**src/rtl/er_pkg.sv**
```systemverilog
package er_pkg;

   // word offsets of the register port; the order is part of the software view
   typedef enum logic [2:0] {
      OFS_POL    = 3'd0,
      OFS_STYLE  = 3'd1,
      OFS_EN_CLR = 3'd2,
      OFS_EN_SET = 3'd3,
      OFS_ST_IMG = 3'd4,
      OFS_EN_IMG = 3'd5,
      OFS_ST_CLR = 3'd6,
      OFS_ST_SET = 3'd7
   } er_ofs_e;

   localparam int unsigned ER_OFS_W = 3;

endpackage

```
**src/rtl/er_mode_regs.sv**
```systemverilog
module er_mode_regs #(
   parameter int unsigned              N    = 20,
   parameter logic [N-1:0]             MASK = '1
) (
   input  logic         clk,
   input  logic         rst_n,
   input  logic         wr_pol,
   input  logic         wr_style,
   input  logic [N-1:0] wdata,
   output logic [N-1:0] pol_q,
   output logic [N-1:0] style_q
);

   always_ff @(posedge clk or negedge rst_n) begin
      if (!rst_n) begin
         pol_q   <= '0;
         style_q <= '0;
      end else begin
         if (wr_pol)   pol_q   <= wdata & MASK;
         if (wr_style) style_q <= wdata & MASK;
      end
   end

   // a write lands exactly, restricted to implemented slots
   p_pol_write_r2: assert property (@(posedge clk) disable iff (!rst_n)
      wr_pol |=> (pol_q == ($past(wdata) & MASK)));

   p_style_hold_r2: assert property (@(posedge clk) disable iff (!rst_n)
      !wr_style |=> $stable(style_q));

endmodule

```
**src/rtl/er_detect.sv**
```systemverilog
module er_detect #(
   parameter int unsigned  N    = 20,
   parameter logic [N-1:0] MASK = '1
) (
   input  logic         clk,
   input  logic         rst_n,
   input  logic [N-1:0] ev_in,
   input  logic [N-1:0] pol,
   input  logic [N-1:0] style,
   output logic [N-1:0] hit
);

   for (genvar i = 0; i < N; i++) begin : g_slot
      if (MASK[i]) begin : g_live
         logic prev_q;
         logic at_level;

         always_ff @(posedge clk or negedge rst_n) begin
            if (!rst_n) prev_q <= 1'b0;
            else        prev_q <= ev_in[i];
         end

         assign at_level = (ev_in[i] == pol[i]);
         assign hit[i]   = style[i] ? (at_level && (ev_in[i] != prev_q)) : at_level;

         // with mode unchanged, an edge hit is never followed by another hit
         p_edge_single_r10: assert property (@(posedge clk) disable iff (!rst_n)
            (style[i] && hit[i]) |=> (!style[i] || !$stable(pol[i]) || !hit[i]));
      end else begin : g_hole
         logic unused_hole;
         assign unused_hole = ev_in[i] ^ pol[i] ^ style[i];
         assign hit[i]      = 1'b0;
      end
   end

endmodule

```
**src/rtl/er_flag_bank.sv**
```systemverilog
module er_flag_bank #(
   parameter int unsigned  N         = 20,
   parameter logic [N-1:0] MASK      = '1,
   parameter logic [N-1:0] RESET_VAL = '0
) (
   input  logic         clk,
   input  logic         rst_n,
   input  logic [N-1:0] hw_set,
   input  logic [N-1:0] sw_set,
   input  logic [N-1:0] sw_clr,
   output logic [N-1:0] q
);

   logic [N-1:0] nxt;

   // hardware set outranks software clear; software set and clear never share a write
   assign nxt = (hw_set | ((q | sw_set) & ~sw_clr)) & MASK;

   always_ff @(posedge clk or negedge rst_n) begin
      if (!rst_n) q <= RESET_VAL & MASK;
      else        q <= nxt;
   end

   p_hw_wins_r7: assert property (@(posedge clk) disable iff (!rst_n)
      (|(hw_set & MASK)) |=> ((q & $past(hw_set & MASK)) == $past(hw_set & MASK)));

   p_sw_clear_r6: assert property (@(posedge clk) disable iff (!rst_n)
      (|(sw_clr & ~hw_set & MASK)) |=> ((q & $past(sw_clr & ~hw_set & MASK)) == '0));

   p_sw_set_r5: assert property (@(posedge clk) disable iff (!rst_n)
      (|(sw_set & ~sw_clr & MASK)) |=> ((q & $past(sw_set & ~sw_clr & MASK)) == $past(sw_set & ~sw_clr & MASK)));

   p_idle_hold_r5: assert property (@(posedge clk) disable iff (!rst_n)
      (hw_set == '0 && sw_set == '0 && sw_clr == '0) |=> $stable(q));

endmodule

```
**src/rtl/er_wake_out.sv**
```systemverilog
module er_wake_out #(
   parameter int unsigned N = 20
) (
   input  logic         clk,
   input  logic         rst_n,
   input  logic [N-1:0] status,
   input  logic [N-1:0] enable,
   output logic         wake
);

   always_ff @(posedge clk or negedge rst_n) begin
      if (!rst_n) wake <= 1'b0;
      else        wake <= |(status & enable);
   end

endmodule

```
**src/rtl/er_wake_router.sv**
```systemverilog
module er_wake_router
   import er_pkg::*;
#(
   parameter int unsigned          NUM_SLOTS = 20,
   parameter logic [NUM_SLOTS-1:0] IMPL_MASK = 20'h9FFFF,
   parameter int unsigned          DATA_W    = 32
) (
   input  logic                  clk,
   input  logic                  rst_n,
   input  logic [NUM_SLOTS-1:0]  ev_in,
   input  logic                  reg_wr,
   input  logic [ER_OFS_W-1:0]   reg_addr,
   input  logic [DATA_W-1:0]     reg_wdata,
   output logic [DATA_W-1:0]     reg_rdata,
   output logic                  wake_out
);

   localparam int unsigned PAD_W = DATA_W - NUM_SLOTS;

   if (NUM_SLOTS < 1) begin : g_bad_slots
      $error("er_wake_router: NUM_SLOTS must be at least 1");
   end
   if (DATA_W < NUM_SLOTS) begin : g_bad_width
      $error("er_wake_router: DATA_W must cover NUM_SLOTS");
   end

   er_ofs_e              ofs;
   logic [NUM_SLOTS-1:0] wbits;
   logic [NUM_SLOTS-1:0] pol_q, style_q, hit, st_q, en_q;
   logic [NUM_SLOTS-1:0] en_set, en_clr, st_set, st_clr;

   assign ofs   = er_ofs_e'(reg_addr);
   assign wbits = reg_wdata[NUM_SLOTS-1:0];

   if (PAD_W > 0) begin : g_pad
      logic unused_wdata_hi;
      assign unused_wdata_hi = ^reg_wdata[DATA_W-1:NUM_SLOTS];
   end

   assign en_set = (reg_wr && ofs == OFS_EN_SET) ? wbits : '0;
   assign en_clr = (reg_wr && ofs == OFS_EN_CLR) ? wbits : '0;
   assign st_set = (reg_wr && ofs == OFS_ST_SET) ? wbits : '0;
   assign st_clr = (reg_wr && ofs == OFS_ST_CLR) ? wbits : '0;

   er_mode_regs #(.N(NUM_SLOTS), .MASK(IMPL_MASK)) u_mode (
      .clk      (clk),
      .rst_n    (rst_n),
      .wr_pol   (reg_wr && ofs == OFS_POL),
      .wr_style (reg_wr && ofs == OFS_STYLE),
      .wdata    (wbits),
      .pol_q    (pol_q),
      .style_q  (style_q)
   );

   er_detect #(.N(NUM_SLOTS), .MASK(IMPL_MASK)) u_detect (
      .clk   (clk),
      .rst_n (rst_n),
      .ev_in (ev_in),
      .pol   (pol_q),
      .style (style_q),
      .hit   (hit)
   );

   er_flag_bank #(.N(NUM_SLOTS), .MASK(IMPL_MASK), .RESET_VAL('1)) u_status (
      .clk    (clk),
      .rst_n  (rst_n),
      .hw_set (hit),
      .sw_set (st_set),
      .sw_clr (st_clr),
      .q      (st_q)
   );

   er_flag_bank #(.N(NUM_SLOTS), .MASK(IMPL_MASK), .RESET_VAL('0)) u_enable (
      .clk    (clk),
      .rst_n  (rst_n),
      .hw_set ('0),
      .sw_set (en_set),
      .sw_clr (en_clr),
      .q      (en_q)
   );

   er_wake_out #(.N(NUM_SLOTS)) u_wake (
      .clk    (clk),
      .rst_n  (rst_n),
      .status (st_q),
      .enable (en_q),
      .wake   (wake_out)
   );

   always_comb begin
      reg_rdata = '0;
      unique case (ofs)
         OFS_POL:    reg_rdata[NUM_SLOTS-1:0] = pol_q;
         OFS_STYLE:  reg_rdata[NUM_SLOTS-1:0] = style_q;
         OFS_ST_IMG: reg_rdata[NUM_SLOTS-1:0] = st_q;
         OFS_EN_IMG: reg_rdata[NUM_SLOTS-1:0] = en_q;
         default:    reg_rdata = '0;
      endcase
   end

   // wake output trails the gated status by exactly one clock
   p_wake_lag_r8: assert property (@(posedge clk) disable iff (!rst_n)
      1'b1 |=> (wake_out == $past(|(st_q & en_q))));

   // every detection is visible in the status image one clock later
   p_hit_latched_r3: assert property (@(posedge clk) disable iff (!rst_n)
      (|hit) |=> ((st_q & $past(hit)) == $past(hit)));

endmodule

```
**config.mk**
```make
export PLATFORM = sky130hd
export DESIGN_NAME = er_wake_router
export DESIGN_NICKNAME = d
export VERILOG_FILES = /design/src/rtl/er_pkg.sv /design/src/rtl/er_mode_regs.sv /design/src/rtl/er_detect.sv /design/src/rtl/er_flag_bank.sv /design/src/rtl/er_wake_out.sv /design/src/rtl/er_wake_router.sv
export SDC_FILE = /design/constraint.sdc
export NUM_CORES = 1
export LEC_CHECK = 0
export BUFFER_PORTS_ARGS = -buffer_cell sky130_fd_sc_hd__buf_2
export CAP_MARGIN = 20
export CORE_AREA = 4 4 138 140
export DETAILED_ROUTE_END_ITERATION = 8
export DIE_AREA = 0 0 142 144
export PLACE_DENSITY_LB_ADDON = 0.12
export SYNTH_ARGS = -nofsm -noshare
export SYNTH_HDL_FRONTEND = slang
export SYNTH_SLANG_ARGS = --single-unit
```
**constraint.sdc**
```tcl
create_clock -name clk -period 1.5 [get_ports clk]
set_input_delay 0 -clock clk [delete_from_list [all_inputs] [get_ports clk]]
set_output_delay 0 -clock clk [all_outputs]
set_load 0.02 [all_outputs]
```
## Word-level counts from Yosys, hierarchy flattened

Cells that the tools add are included.

| operators by class | value |
|---|---|
| equal/unequal tests | 43 |
| multiplexer cells | 23 |
| bitwise operators | 8 |
| reductions and logical operators | 26 |

Operators with widths:

| cell | number |
|---|---|
| two-way mux 20 bit | 4 |
| one-hot mux 20 bit (4 select lines) | 1 |
| bitwise AND 20 bit | 3 |
| bitwise OR 20 bit | 3 |
| NOT 20 bit | 2 |
| logical AND 1 bit | 24 |
| OR reduction 20 bit | 1 |
| equality test 1 bit | 18 |
| two-way mux 1 bit | 18 |
| != test 1 bit | 18 |
| equality test 3 bit (second input constant) | 4 |
| equality test 3 x 2 -> 1 bit (second input constant) | 2 |
| equality test 3 x 1 -> 1 bit (second input constant) | 1 |
| zero test 3 bit | 1 |

| storage, ports and cells | value |
|---|---|
| bits in registers | 91 |
| input bits | 58 |
| output and inout port bits | 33 |
| word-level logic and storage cells | 123 |

## Longest topological paths before layout

| logic depth | value |
|---|---|
| depth in word-level cells | 6 |
| depth in mapped cells | 6 |

## By module

A second synthesis with hierarchy kept.

| unflattened totals | value |
|---|---|
| cell total of the unflattened synthesis | 478 |
| area total of the unflattened synthesis | 5362.6 um^2 |

By module, submodules not included:

| module | times used | cells an instance | area each (um^2) |
|---|---|---|---|
| er_mode_regs | 1 | 81 | 1477.7 |
| er_wake_router | 1 | 178 | 1303.8 |
| er_detect | 1 | 92 | 938.4 |
| er_flag_bank (u_status) | 1 | 57 | 762.0 |
| er_flag_bank (u_enable) | 1 | 57 | 739.5 |
| er_wake_out | 1 | 13 | 141.4 |

## Least setup slack after synthesis

OpenSTA, ideal clock, no wires.

| timing | value |
|---|---|
| path type | input-to-reg |
| from | input port reg_addr[2] |
| to | register u_mode.pol_q[10] |
| library setup time | 0.125 ns |
| data arrival time | 1.025 ns |
| slack | 0.350 ns |
| stages | 4 |
| path buffers | 2 |
| path through | buf_4 > nor3_4 > buf_6 > mux2_2 |

| between the ends | value |
|---|---|
| cells in the longest elaborated chain, start to end | 2 |

Ends and longest elaborated chain:

| what | line | RTL |
|---|---|---|
| start, declared | er_wake_router.sv:12 | `input logic [ER_OFS_W-1:0] reg_addr,` |
| zero test 3 bit | er_wake_router.sv:48 | `.wr_pol (reg_wr && ofs == OFS_POL),` |
| logical AND 1 bit | er_wake_router.sv:48 |  |
| end signal, assigned | er_mode_regs.sv:19 | `if (wr_pol) pol_q <= wdata & MASK;` |
| end, declared | er_mode_regs.sv:10 | `output logic [N-1:0] pol_q,` |

No other way between the ends.
A chain may end at the register's enable or synchronous reset.

## Final worst setup path

| timing | value |
|---|---|
| from | register u_enable.q[5] |
| to | register u_wake.wake |

| between the ends | value |
|---|---|
| cells in the longest elaborated chain, start to end | 2 |

Ends and longest elaborated chain:

| what | line | RTL |
|---|---|---|
| start, declared | er_flag_bank.sv:11 | `output logic [N-1:0] q` |
| start signal, assigned | er_flag_bank.sv:20 | `if (!rst_n) q <= RESET_VAL & MASK;` |
| start signal, assigned | er_flag_bank.sv:21 | `else q <= nxt;` |
| bitwise AND 20 bit | er_wake_out.sv:13 | `else wake <= \|(status & enable);` |
| OR reduction 20 bit | er_wake_out.sv:13 |  |
| end signal, assigned | er_wake_out.sv:13 |  |
| end, declared | er_wake_out.sv:8 | `output logic wake` |

No other way between the ends.

==> metrics.cfg <==
[sta]
setup-tns-final_ns = 0
finalSetupViolations = 0
clock-skew-final_ns = 0.006679
report.final.slew_viol_count = 0
period_needed_ns = 1.286
rsz0062_at_grt = no
timing.fmax_ghz = 0.7773
fin_crit_sh_pct = 85.77
hold_violations = 0

[pwr]
vdd_drop_max_mv = 0.5445
p_leak_nw = 2.439
p_per_area_nw_per_um2 = 1198

[layout]
syn_to_final_growth_pct = 28.44
fin_area_um2 = 5634
drive_above_1_share_pct = 29.94
layout.nets = 564
multiInputGateArea_um2 = 1946
diodes = 0
layout_commonest_cell = dfrtp_1
final_cell_mix = 73 x dfrtp_1, 59 x buf_2, 55 x nand2_1
final_util_pct = 31.58
seq_area_um2 = 2300
fill_cells = 1831

[cts]
insertion_delay_ns = 0.35
clk_pin_slew_ns = 0.07
cts_max_level = 3
cts_tree = built
post-cts-setup-buffers = 0
cts_buffer_depth = 2
cts_sinks = 91
cts_made_buffers = 9
cts-root-buf = clkbuf_16

[worst_setup_path]
critPathMaxStageDelay_ns = 0.40
cp-start-kind = flip-flop
crit_family = compound AO/OA/AOI/OAI gates
worstPathRequired_ns = 1.72
path_cells = a22o_1 > a221oi_1 > and3_1 > nand4_1
path_class = reg2reg
crit_path_end_kind = flip-flop
path_buf_inv = 0
cpMaxStageDelayCell = dfrtp_1
crit_fanout = 3
worstPathArrival_ns = 1.51

[die]
core_um2 = 17840
die_h_um = 144
rows = 49
die_w_um = 142
initial_utilization_pct = 24.59
die-area_um2 = 20450
ios = 91

[placed_design]
port_buffers = 60
place.gp.congestion = 0.7256
place_area_um2 = 4992
hpwl_um = 8103

[grt]
grt_usage_pct = 12.36
grt_pass1_vias = 3458
overflow = 0
grt_pass1_wl_um = 19280
grt_max_degree = 36
antenna_found_initial = 0

[yosys]
synth-edff-count = 0
syn_area_per_cell_um2 = 11.08
postSynthCellCount = 396
async_flop_share_pct = 100.0
syn_area_um2 = 4387
ys_seq_area_share_pct = 52.42
yosysUniqueCellTypes = 30
synthFlopType = dfrtp_1
ys_ff_latch = 91
yosys_warnings = 0

[job]
maxCapViolCount = 0

[outcome]
status = finished clean

[detailed_routing]
drc_errors = 0
finalWirelength_um = 11960
drtIter0Drc = 253
drtPass1Iterations = 4
final_antenna_net_count = 0
wl_per_cell_um = 16.16
via_count = 3272
routed_via_density = 4.422

[min_path]
min_path_type = in2async

[flip-flops by register name (all words and copies together), names as in the netlist]
name and cells:
u_mode.style_q 18, u_detect.g_slot.g_live.prev_q 18, u_wake.wake 1, u_mode.pol_q 18
u_status.q 18, u_enable.q 18
[through the flow]
step	total power [mW]	hold slack (ns)	worst slack, ns	instances
3_3_place_gp	4.591	-0.05407	0.1942	687
2_1_floorplan	4.153	-0.2956	0.3500	409
6_report	6.752	0.1128	0.2135	740
4_1_cts	6.884	0.1086	0.1532	740
5_1_grt	7.206	0.1407	0.07845	740
3_5_place_dp	4.618	-0.05078	0.1749	687
[where the power goes]
part | internal [mW] | total (mW) | switching, mW
clock network | 1.14 | 2.13 | 0.996
logic | 0.722 | 1.40 | 0.676
registers | 2.87 | 3.22 | 0.354
[cells in the mapped netlist, types with 2 or more instances]
library cell  number  area (um^2)
dfrtp_1           73         1827
nand2_1           55        206.5
a21oi_1           54        270.3
a22oi_1           39        292.8
xnor2_1           36        315.3
mux2_2            35        394.1
and2_1            18        112.6
buf_4             18        135.1
dfstp_2           18        473.0
o21ai_0           17        85.08
buf_2              5        25.02
a221oi_1           3        26.28
a22o_1             3        26.28
buf_6              2        22.52
clkbuf_1           2        7.510
nor2_2             2        12.51
nor3_4             2        32.53
nor3b_2            2        25.02
[cell type report]
| cell class | count | area share, % |
|---|---|---|
| Clock inverter | 5 | 0.6884 |
| Sequential cell | 91 | 40.82 |
| Tap cell | 229 | 5.086 |
| Clock buffer | 11 | 4.131 |
| Multi-Input combinational cell | 291 | 34.53 |
| Timing Repair Buffer | 113 | 14.75 |
[layer usage]
| metal | part of all wire [%] | GRT usage, % |
|---|---|---|
| met5 | 0 | 0 |
| met2 | 46 | 19.73 |
| met4 | 1.0 | 2.879 |
| met1 | 49 | 16.50 |
| met3 | 4.8 | 3.836 |
[kinds of logic after synthesis]
family                 after synthesis  share of synthesized area, %
other                                1                       0.08549
flip-flops                          91                         52.42
AO/OA/AOI/OAI                      117                         16.09
multiplexers                        36                         9.241
buffers and inverters               27                         4.335
XOR/XNOR                            36                         7.188
AND/OR/NAND/NOR                     88                         10.64
[path summary, 6_finish.rpt]
path	from	end	slack [ns]	cells after the start
hold / removal	rst_n	u_mode.style_q[8]	0.11	2
max in group asynchronous	rst_n	u_status.q[2]	0.80	3
hold reg to reg	u_mode.style_q[15]	u_status.q[15]	0.52	3
setup / recovery	u_enable.q[5]	u_wake.wake	0.21	4
min in group clk	ev_in[12]	u_detect.g_slot[12].g_live.prev_q	0.31	2
setup reg to reg	u_enable.q[5]	u_wake.wake	0.21	4
[what timing repair did]
action                                 in CTS  in global routing
endpoints found under the hold margin     170                  0
hold buffers                               37                  0
resized for setup                           0                  0
Power figures use the tool's default switching activity.
